===== config.mk =====
export PLATFORM = sky130hd
export DESIGN_NAME = bxn_sync_top
export DESIGN_NICKNAME = d
export VERILOG_FILES = /design/src/rtl/bxs_pkg.sv /design/src/rtl/bxs_orbit_ctr.sv /design/src/rtl/bxs_sync_fsm.sv /design/src/rtl/bxs_err_acc.sv /design/src/rtl/bxn_sync_top.sv
export SDC_FILE = /design/constraint.sdc
export NUM_CORES = 1
export LEC_CHECK = 0
export BUFFER_PORTS_ARGS = -buffer_cell sky130_fd_sc_hd__buf_2
export CAP_MARGIN = 10
export CORE_UTILIZATION = 49
export CTS_BUF_LIST = sky130_fd_sc_hd__clkbuf_2 sky130_fd_sc_hd__clkbuf_4 sky130_fd_sc_hd__clkbuf_8
export DETAILED_ROUTE_END_ITERATION = 12
export MAX_ROUTING_LAYER = met4
export PLACE_DENSITY_LB_ADDON = 0.2
export SYNTH_ARGS = -nofsm -noshare
export SYNTH_HDL_FRONTEND = slang
export SYNTH_SLANG_ARGS = --single-unit

===== constraint.sdc =====
create_clock -name clk_i -period 1.9 [get_ports clk_i]
set_input_delay 0.095 -clock clk_i [delete_from_list [all_inputs] [get_ports clk_i]]
set_output_delay 0.095 -clock clk_i [all_outputs]
set_load 0.05 [all_outputs]

===== src/rtl/bxs_pkg.sv =====
package bxs_pkg;

    // Orbit-compare state: nothing seen yet, last marker matched, last marker slipped
    typedef enum logic [1:0] {
        ST_HUNT    = 2'd0,
        ST_LOCKED  = 2'd1,
        ST_SLIPPED = 2'd2
    } bxs_state_e;

    localparam int unsigned BXS_ORBIT_DEFAULT = 3564;
    localparam int unsigned BXS_TALLY_DEFAULT = 16;

endpackage


===== src/rtl/bxs_orbit_ctr.sv =====
module bxs_orbit_ctr #(
    parameter int unsigned ORBIT_LEN = bxs_pkg::BXS_ORBIT_DEFAULT,
    localparam int unsigned CNT_W    = $clog2(ORBIT_LEN)
) (
    input  logic             clk_i,
    input  logic             rst_i,
    input  logic             load_i,
    input  logic [CNT_W-1:0] offset_i,
    output logic [CNT_W-1:0] bxn_o,
    output logic             at_zero_o
);
    localparam logic [CNT_W-1:0] LAST_V  = CNT_W'(ORBIT_LEN - 1);
    localparam logic [CNT_W:0]   LIMIT_W = (CNT_W + 1)'(ORBIT_LEN);

    logic [CNT_W-1:0] bxn_q;
    logic [CNT_W-1:0] load_val;

    // offsets past the last valid crossing fold onto it
    always_comb begin
        if ({1'b0, offset_i} >= LIMIT_W) load_val = LAST_V;
        else                             load_val = offset_i;
    end

    always_ff @(posedge clk_i) begin
        if (rst_i)                 bxn_q <= '0;
        else if (load_i)           bxn_q <= load_val;
        else if (bxn_q == LAST_V)  bxn_q <= '0;
        else                       bxn_q <= bxn_q + 1'b1;
    end

    assign bxn_o     = bxn_q;
    assign at_zero_o = (bxn_q == '0);

    assert_wrap_R2: assert property (@(posedge clk_i) disable iff (rst_i)
        (bxn_q == LAST_V && !load_i) |=> (bxn_q == '0));

    assert_step_R2: assert property (@(posedge clk_i) disable iff (rst_i)
        (bxn_q != LAST_V && !load_i) |=> (bxn_q == $past(bxn_q) + 1'b1));

    assert_range_R3: assert property (@(posedge clk_i) disable iff (rst_i)
        load_i |=> (bxn_q <= LAST_V));

endmodule


===== src/rtl/bxs_sync_fsm.sv =====
module bxs_sync_fsm
    import bxs_pkg::*;
(
    input  logic clk_i,
    input  logic rst_i,
    input  logic resync_i,
    input  logic bc0_rx_i,
    input  logic at_zero_i,
    output logic mismatch_o,
    output logic slip_pulse_o,
    output logic slip_level_o
);
    bxs_state_e state_q, state_d;

    assign mismatch_o = bc0_rx_i && !at_zero_i && !resync_i;

    always_comb begin
        state_d = state_q;
        unique case (state_q)
            ST_HUNT, ST_LOCKED, ST_SLIPPED: begin
                if (resync_i)      state_d = ST_HUNT;
                else if (bc0_rx_i) state_d = at_zero_i ? ST_LOCKED : ST_SLIPPED;
            end
            default: state_d = ST_HUNT;
        endcase
    end

    always_ff @(posedge clk_i) begin
        if (rst_i) state_q <= ST_HUNT;
        else       state_q <= state_d;
    end

    always_ff @(posedge clk_i) begin
        if (rst_i) slip_pulse_o <= 1'b0;
        else       slip_pulse_o <= mismatch_o;
    end

    assign slip_level_o = (state_q == ST_SLIPPED);

    assert_pulse_cause_R4: assert property (@(posedge clk_i) disable iff (rst_i)
        slip_pulse_o |-> ($past(bc0_rx_i) && !$past(at_zero_i) && !$past(resync_i)));

    assert_pulse_with_level_R5: assert property (@(posedge clk_i) disable iff (rst_i)
        slip_pulse_o |-> slip_level_o);

    assert_level_hold_R5: assert property (@(posedge clk_i) disable iff (rst_i)
        (!bc0_rx_i && !resync_i) |=> $stable(slip_level_o));

    assert_match_clears_R5: assert property (@(posedge clk_i) disable iff (rst_i)
        (bc0_rx_i && at_zero_i && !resync_i) |=> !slip_level_o);

    assert_resync_clears_R7: assert property (@(posedge clk_i) disable iff (rst_i)
        resync_i |=> (!slip_level_o && !slip_pulse_o));

endmodule


===== src/rtl/bxs_err_acc.sv =====
module bxs_err_acc #(
    parameter int unsigned TALLY_W = bxs_pkg::BXS_TALLY_DEFAULT
) (
    input  logic               clk_i,
    input  logic               rst_i,
    input  logic               clr_i,
    input  logic               inc_i,
    output logic [TALLY_W-1:0] tally_o
);
    localparam logic [TALLY_W-1:0] TOP_V = '1;

    logic [TALLY_W-1:0] tally_q;

    always_ff @(posedge clk_i) begin
        if (rst_i || clr_i)               tally_q <= '0;
        else if (inc_i && tally_q != TOP_V) tally_q <= tally_q + 1'b1;
    end

    assign tally_o = tally_q;

    assert_saturate_R6: assert property (@(posedge clk_i) disable iff (rst_i)
        (tally_q == TOP_V && !clr_i) |=> (tally_q == TOP_V));

    assert_clear_R7: assert property (@(posedge clk_i) disable iff (rst_i)
        clr_i |=> (tally_q == '0));

    assert_idle_hold_R6: assert property (@(posedge clk_i) disable iff (rst_i)
        (!inc_i && !clr_i) |=> $stable(tally_q));

endmodule


===== src/rtl/bxn_sync_top.sv =====
module bxn_sync_top #(
    parameter int unsigned ORBIT_LEN = bxs_pkg::BXS_ORBIT_DEFAULT,
    parameter int unsigned TALLY_W   = bxs_pkg::BXS_TALLY_DEFAULT,
    localparam int unsigned CNT_W    = $clog2(ORBIT_LEN)
) (
    input  logic               clk_i,
    input  logic               rst_i,
    input  logic               resync_i,
    input  logic               bc0_rx_i,
    input  logic [CNT_W-1:0]   offset_i,
    output logic [CNT_W-1:0]   bxn_o,
    output logic               local_bc0_o,
    output logic               bc0_err_o,
    output logic               bxn_err_o,
    output logic [TALLY_W-1:0] err_cnt_o
);
    logic at_zero;
    logic mismatch;

    bxs_orbit_ctr #(.ORBIT_LEN(ORBIT_LEN)) u_ctr (
        .clk_i     (clk_i),
        .rst_i     (rst_i),
        .load_i    (resync_i),
        .offset_i  (offset_i),
        .bxn_o     (bxn_o),
        .at_zero_o (at_zero)
    );

    bxs_sync_fsm u_fsm (
        .clk_i        (clk_i),
        .rst_i        (rst_i),
        .resync_i     (resync_i),
        .bc0_rx_i     (bc0_rx_i),
        .at_zero_i    (at_zero),
        .mismatch_o   (mismatch),
        .slip_pulse_o (bc0_err_o),
        .slip_level_o (bxn_err_o)
    );

    bxs_err_acc #(.TALLY_W(TALLY_W)) u_acc (
        .clk_i   (clk_i),
        .rst_i   (rst_i),
        .clr_i   (resync_i),
        .inc_i   (mismatch),
        .tally_o (err_cnt_o)
    );

    assign local_bc0_o = at_zero;

    assert_tally_tracks_pulse_R6: assert property (@(posedge clk_i) disable iff (rst_i)
        (bc0_err_o && $past(err_cnt_o) != '1) |-> (err_cnt_o == $past(err_cnt_o) + 1'b1));

endmodule


==> qor.txt, run 1 <==
================================================================================
Status                                                                 completed
Antenna violations before repair                                               0
Post-Syn Instances                                                           205
Total clock buffers created by CTS                                             5
Family with the most delay on the worst path                        simple AND/OR/NAND/NOR gates
Flip-flop cell with the highest count after synthesis               sky130_fd_sc_hd__dfxtp_1
Library cell with the largest summed area after synthesis           sky130_fd_sc_hd__dfxtp_1
Mean instance size in the synthesized netlist                           8.76 µm²
Most frequent cells after synthesis                                 31 x sky130_fd_sc_hd__dfxtp_1, 17 x sky130_fd_sc_hd__a21oi_1, 15 x sky130_fd_sc_hd__nand4_1
Initial standard-cell utilization of the core                              0.526
Period utilization                                                         0.972
Full die area                                                           3910 µm²
Fraction of synthesized cell area taken by the top area cell type          0.346
Worst reg2reg startpoint                                            u_ctr.bxn_o[0]$_SDFF_PP0_
Capture instance of the worst register-to-register path             u_acc.tally_o[4]$_SDFFE_PP0P_
Flip-flop and latch count after synthesis                                     31
Hold crit path type                                                    in -> reg
Crit path buffers/inverters                                                    2
Synthesized-area fraction occupied by adder cells                         0.0209
Type of destination of the critical path                                register
Final weighted congestion in routability-driven placement                  0.888
Max-cap viol count                                                             0
Number of distinct library cells after synthesis                              52
Asr flop ratio synth                                                           0
Die Ht                                                                   62.5 µm
Max clock buf depth                                                            2
Layout Cell Area excl Fill                                              2360 µm²
CP cell instances                                                   inv_1 > ha_1 > or4b_4 > o31ai_4 > buf_12 > or4_2 > a21oi_1
Number of cell instances on the worst register-to-register path                7
Cell at the slowest stage of the critical path                      sky130_fd_sc_hd__or4_2
Final Skew                                                             0.0128 ns
Area growth from synthesis to layout                                       31.7%
Routed wirelength normalized by instance count                           14.5 µm
Post-CTS setup buffer count                                                    0
Arrival time worst endpoint                                              2.12 ns
Remaining routing DRC violations                                               0
Nature of the critical path startpoint                                  register
CTS root buffer                                                     sky130_fd_sc_hd__clkbuf_4
Most used standard cell by instance count after synthesis           sky130_fd_sc_hd__dfxtp_1
Min-Delay Endpoint                                                  u_ctr.bxn_o[8]$_SDFF_PP0_
Later-pin clock latency in the skew report                               0.34 ns
Setup Viol. Count Final                                                        0
Critical path fanouts, max                                                    23
Antenna diode count                                                            0
Number of DRC markers after the initial detailed-route iteration             127
Simple-gate portion of the synthesized area                                0.289
Static leakage power                                                    0.963 nW
Share of cell area taken by muxes after synthesis                         0.0167
Drt pass-1 iters                                                               4
Min-Delay Startpoint                                                 offset_i[8]
Standard-cell row count                                                       21
Count of antenna-violating nets left after detailed routing                    0
Synth Warn #                                                                   0
Achievable Freq                                                          542 MHz
Synth Net Count                                                              224
Number of vias per cell                                                     5.95
Summed instance area of the synthesized netlist                         1800 µm²
Internal reg-to-reg setup slack                                          0.05 ns
GRT Resource Usage Total                                                   0.246
Critical Path Max Stage Delay                                            0.63 ns
Count of clock tree sinks                                                     31
Wire length after detailed routing                                       4590 µm
Ratio of total power to cell area                                     624 nW/µm²
Wire length of the first global-routing pass                             7490 µm
Estimated wirelength of the detail-placed design                         3300 µm
Fill cell total of the finished layout                                       298
Xor-xnor portion of the synthesized cell area                             0.0390
Dominant combinational cell family by area after synthesis          simple AND/OR/NAND/NOR gates
Core region area                                                        3420 µm²
Type of the setup path with the least slack                           reg -> reg
Total via count after detailed routing                                      1879
Unrepaired setup endpoints after global routing                              yes
Clock transition at path regs                                            0.10 ns
Tightest slew margin relative to the limit                                 0.695
Worst EP required                                                        2.18 ns
Maximum number of pins on one net before global-route repair                  24
Layout Nets                                                                  288
Clock tree from TritonCTS                                                    yes
Final max-slew violation count                                                 0
Final global-route overflow total                                              0
Worst hold path depth                                                          3
Area contributors post-synth                                        sky130_fd_sc_hd__dfxtp_1 35%, sky130_fd_sc_hd__nand4_1 5.2%, sky130_fd_sc_hd__a21oi_1 4.7%
Placed Area                                                             2210 µm²
Number of levels in the clock H-tree                                           2
Layout Utilization                                                         0.692
Die Span X                                                               62.5 µm
Final hold violation count                                                     0
Slew at the pin closest to its max-slew limit                           0.456 ns
Post-synthesis compound-gate area fraction                                 0.243
Layout cell share with drive strength beyond 1                             0.422
Maximum vdd drop                                                        0.435 mV
I/O pin count                                                                 47
Buffers added on ports                                                        46
Portion of the post-synthesis area used by sequential elements             0.346
Min cycle time layout                                                    1.85 ns
Count of flip-flops with a built-in enable after synthesis                     0
Setup tns final                                                             0 ns
Vias in the first global route                                              1670
================================================================================
-- worst max path at each step --
stage / from / end / slack [ns] / cells past startpoint
6_report: u_ctr.bxn_o[0]$_SDFF_PP0_ / u_acc.tally_o[4]$_SDFFE_PP0P_ / 0.05 / 7
2_1_floorplan: u_ctr.bxn_o[10]$_SDFF_PP0_ / u_acc.tally_o[8]$_SDFFE_PP0P_ / 0.01 / 5
3_5_place_dp: u_ctr.bxn_o[0]$_SDFF_PP0_ / u_acc.tally_o[3]$_SDFFE_PP0P_ / 0.04 / 7
5_1_grt: u_ctr.bxn_o[0]$_SDFF_PP0_ / u_acc.tally_o[8]$_SDFFE_PP0P_ / -0.05 / 8
3_3_place_gp: u_acc.tally_o[0]$_SDFFE_PP0P_ / u_acc.tally_o[0]$_SDFFE_PP0P_ / 0.06 / 6
4_1_cts: u_ctr.bxn_o[0]$_SDFF_PP0_ / u_acc.tally_o[3]$_SDFFE_PP0P_ / 0.02 / 7
-- through the flow --
stage	worst slack (ns)	instances	hold slack (ns)	total power [W]
after CTS	0.0195	316	0.00681	0.00148
after floorplan	0.0122	205	0.204	0.000922
after global routing	-0.0486	316	0.00992	0.00154
final	0.0535	316	0.0160	0.00148
after global placement	0.0595	305	0.331	0.00102
after detailed placement	0.0392	305	0.339	0.00102
-- layer usage --
layer / vias up / GRT usage / part of all wire
met4: 0 / 0.0901 / 0.018
met2: 63 / 0.420 / 0.49
li1: 945 / - / -
met3: 10 / 0.0602 / 0.049
met1: 861 / 0.275 / 0.44
met5: - / - / 0
-- registers in the layout (all words and copies together), names as in the netlist --
signal / cells
u_ctr.bxn_o: 12
u_fsm.state_q: 2
u_fsm.slip_pulse_o: 1
u_acc.tally_o: 16
-- area by class of cell --
class | count | area (µm²) | share of cell area
clock buffer | 8 | 72.6 | 0.0307
inverter | 7 | 26.3 | 0.0111
multi-input combinational | 158 | 1150 | 0.486
sequential | 31 | 648 | 0.274
tap | 46 | 57.6 | 0.0243
timing repair buffer | 66 | 410 | 0.174
-- where the power goes --
group | internal [W] | switching [W]
clock | 0.000232 | 0.000228
sequential | 0.000673 | 0.0000164
combinational | 0.000117 | 0.000210
-- layout by cell type, fill, tap and decap left out, drive strengths merged, types with 3 or more instances in the layout --
cell type    netlist  routed
a21oi             20      20
and3               3       3
and4               7       7
buf                4      63
clkbuf             5       8
dfxtp             31      31
dlygate4sd3        0       3
ha                 3       3
inv                7       7
mux2i              3       3
nand2             12      12
nand3              9       9
nand4             15      15
nor2               6       6
nor3               4       4
o21ai              8       8
o22ai              7       7
o31ai             11      11
or3                8       8
or4                8       8
xnor2              3       3
xor2               5       5
-- worst register-to-register path: stages (launching register included) --
cell	delay, ns
sky130_fd_sc_hd__dfxtp_4	0.35
sky130_fd_sc_hd__inv_1	0.03
sky130_fd_sc_hd__ha_1	0.17
sky130_fd_sc_hd__or4b_4	0.22
sky130_fd_sc_hd__o31ai_4	0.06
sky130_fd_sc_hd__buf_12	0.16
sky130_fd_sc_hd__or4_2	0.64
sky130_fd_sc_hd__a21oi_1	0.15
-- logic make-up after synthesis --
logic type      count (synthesis)
buf+inv                        16
fa+ha+maj                       3
xor+xnor                        8
mux                             3
simple gates                   82
flops                          31
compound gates                 62
-- repair_timing --
item | CTS | global route
hold endpoints to repair | 3 | 0
hold buffers | 3 | 0
gates resized for setup | 1 | 10
pin swaps | 0 | 1
gates cloned | 0 | 0
endpoints found under the setup margin | 1 | 16
Note: power is estimated with default switching activity, not from simulation.
==> inputs of run 2 (changes only) <==
==> constraint.sdc (replaced) <==
create_clock -name clk_i -period 1.9 [get_ports clk_i]
set_input_delay 0 -clock clk_i [delete_from_list [all_inputs] [get_ports clk_i]]
set_output_delay 0 -clock clk_i [all_outputs]
set_load 0.05 [all_outputs]
==> qor.txt, run 2 (synthesis gave the netlist of run 1 again) <==
===============================================================================
Status                                                                completed
Tightest slew margin relative to the limit                                0.711
Flip-flop and latch area                                                648 µm²
Final global-route overflow total                                             0
Routed wirelength normalized by instance count                          14.4 µm
GRT Resource Usage Total                                                  0.263
Max FFs per register                                                         16
Ratio of total power to cell area                                    574 nW/µm²
Unrepaired setup endpoints after global routing                             yes
Drt pass-1 iters                                                              4
Critical path fanouts, max                                                   23
Type of the setup path with the least slack                          reg -> reg
Max clock buf depth                                                           2
Count of clock tree sinks                                                    31
Setup Viol. Count Final                                                       0
Final max-slew violation count                                                0
Estimated wirelength of the detail-placed design                        3460 µm
Later-pin clock latency in the skew report                              0.33 ns
Layout Nets                                                                 301
Remaining routing DRC violations                                              0
Min-Delay Endpoint                                                 u_ctr.bxn_o[2]$_SDFF_PP0_
Buffers added on ports                                                       46
Total clock buffers created by CTS                                            5
Final Skew                                                           0.00392 ns
Wire length of the first global-routing pass                            7920 µm
Multi-input gate area                                                  1140 µm²
I/O pin count                                                                47
Full die area                                                          3910 µm²
CTS root buffer                                                    sky130_fd_sc_hd__clkbuf_4
Clock tree from TritonCTS                                                   yes
Arrival time worst endpoint                                             2.15 ns
Clock transition at path regs                                           0.09 ns
Die Span X                                                              62.5 µm
Number of vias per cell                                                    5.97
Layout cell share with drive strength beyond 1                            0.399
Nature of the critical path startpoint                                 register
Min cycle time layout                                                   1.88 ns
Final weighted congestion in routability-driven placement                 0.873
Number of levels in the clock H-tree                                          2
Core region area                                                       3420 µm²
Achievable Freq                                                         531 MHz
Antenna diode count                                                           0
Vias in the first global route                                             1812
Period utilization                                                        0.991
Maximum number of pins on one net before global-route repair                 24
Final hold slack                                                      0.0839 ns
Most common cell after layout, fill and taps aside                 sky130_fd_sc_hd__buf_2
Most used cells in the layout excluding fill and tap cells         45 x sky130_fd_sc_hd__buf_2, 18 x sky130_fd_sc_hd__buf_4, 16 x sky130_fd_sc_hd__dfxtp_2
Capture instance of the worst register-to-register path            u_acc.tally_o[4]$_SDFFE_PP0P_
Worst hold path depth                                                         2
Layout Utilization                                                        0.718
Slew at the pin closest to its max-slew limit                          0.431 ns
Count of antenna-violating nets left after detailed routing                   0
Wire length after detailed routing                                      4750 µm
Final hold violation count                                                    0
Fin worst setup slack                                                 0.0171 ns
Initial standard-cell utilization of the core                             0.526
Static leakage power                                                    1.00 nW
Number of cell instances on the worst register-to-register path               7
Type of destination of the critical path                               register
Antenna violations before repair                                              0
Number of DRC markers after the initial detailed-route iteration             97
Non-filler cells, final                                                     329
Dpl ws                                                                0.0301 ns
Internal reg-to-reg setup slack                                         0.02 ns
Area growth from synthesis to layout                                      36.7%
Die Ht                                                                  62.5 µm
Total via count after detailed routing                                     1964
Max-cap viol count                                                            0
Standard-cell row count                                                      21
Number of placed instances, taps included                                   307
Hold crit path type                                                   in -> reg
Min-Delay Startpoint                                                   resync_i
Worst EP required                                                       2.16 ns
Fill cell total of the finished layout                                      282
Worst reg2reg startpoint                                           u_ctr.bxn_o[0]$_SDFF_PP0_
Maximum vdd drop                                                       0.429 mV
===============================================================================
-- run 2: cell types whose count changed in the layout (fill, tap and decap cells not counted), moves of 2 or more --
cell | before | now
sky130_fd_sc_hd__dlygate4sd3_1 | 3 | 14
sky130_fd_sc_hd__or4_4 | 5 | 1
sky130_fd_sc_hd__buf_4 | 15 | 18
sky130_fd_sc_hd__or4_2 | 3 | 6
sky130_fd_sc_hd__clkbuf_8 | 2 | 0
sky130_fd_sc_hd__clkinv_1 | 0 | 2
-- run 2: metrics by stage --
| step | setup TNS [ns] | total power (W) | cell area (µm²) |
|---|---|---|---|
| floorplan | 0 | 0.000922 | 1840 |
| global placement | 0 | 0.00102 | 2230 |
| detailed placement | 0 | 0.00102 | 2230 |
| CTS | 0 | 0.00142 | 2420 |
| global route | -0.382 | 0.00149 | 2450 |
| finish | 0 | 0.00141 | 2450 |
-- run 2: worst max-delay path by stage --
stage	startpoint	endpoint	depth (start not counted)
finish	u_ctr.bxn_o[0]$_SDFF_PP0_	u_acc.tally_o[4]$_SDFFE_PP0P_	7
global route	u_ctr.bxn_o[0]$_SDFF_PP0_	u_acc.tally_o[8]$_SDFFE_PP0P_	8
CTS	u_ctr.bxn_o[0]$_SDFF_PP0_	u_acc.tally_o[14]$_SDFFE_PP0P_	8
detailed placement	u_ctr.bxn_o[0]$_SDFF_PP0_	u_acc.tally_o[4]$_SDFFE_PP0P_	7
global placement	u_acc.tally_o[0]$_SDFFE_PP0P_	u_acc.tally_o[0]$_SDFFE_PP0P_	6
floorplan	u_ctr.bxn_o[10]$_SDFF_PP0_	u_acc.tally_o[8]$_SDFFE_PP0P_	5
-- run 2: cell type report --
type / count / share of cell area
clock buffer: 6 / 0.0184
clock inverter: 2 / 0.00306
inverter: 7 / 0.0107
multi-input combinational: 158 / 0.464
sequential: 31 / 0.264
tap: 46 / 0.0235
timing repair buffer: 79 / 0.217
-- run 2: what timing repair did --
item                                    4_1_cts  5_1_grt
setup buffers                                 0        0
endpoints found under the setup margin        0       18
hold endpoints to repair                     13        0
hold buffers                                 14        0
gates resized for setup                       0        7
-- run 2: layer usage --
layer  track usage  routed length [µm]  vias up
met3        0.0675                 217       13
met4         0.131                 129        0
met5             -                   0        -
met2         0.446                2440       78
li1              -                   -      964
met1         0.282                1970      909
-- run 2: worst max-delay path, cell delays in order, from the launching register on --
cell and delay [ns]:
sky130_fd_sc_hd__dfxtp_4 0.35, sky130_fd_sc_hd__inv_1 0.04, sky130_fd_sc_hd__ha_1 0.17, sky130_fd_sc_hd__or4b_4 0.23, sky130_fd_sc_hd__o31ai_4 0.06, sky130_fd_sc_hd__buf_12 0.16, sky130_fd_sc_hd__or4_2 0.66, sky130_fd_sc_hd__a21oi_2 0.15
-- run 2: power by group --
| group | leakage [nW] | internal [W] | switching [W] | total [W] |
|---|---|---|---|---|
| Combinational | 0.711 | 0.000131 | 0.000215 | 0.000346 |
| Sequential | 0.261 | 0.000673 | 0.0000165 | 0.000689 |
| Clock | 0.0307 | 0.000151 | 0.000220 | 0.000372 |
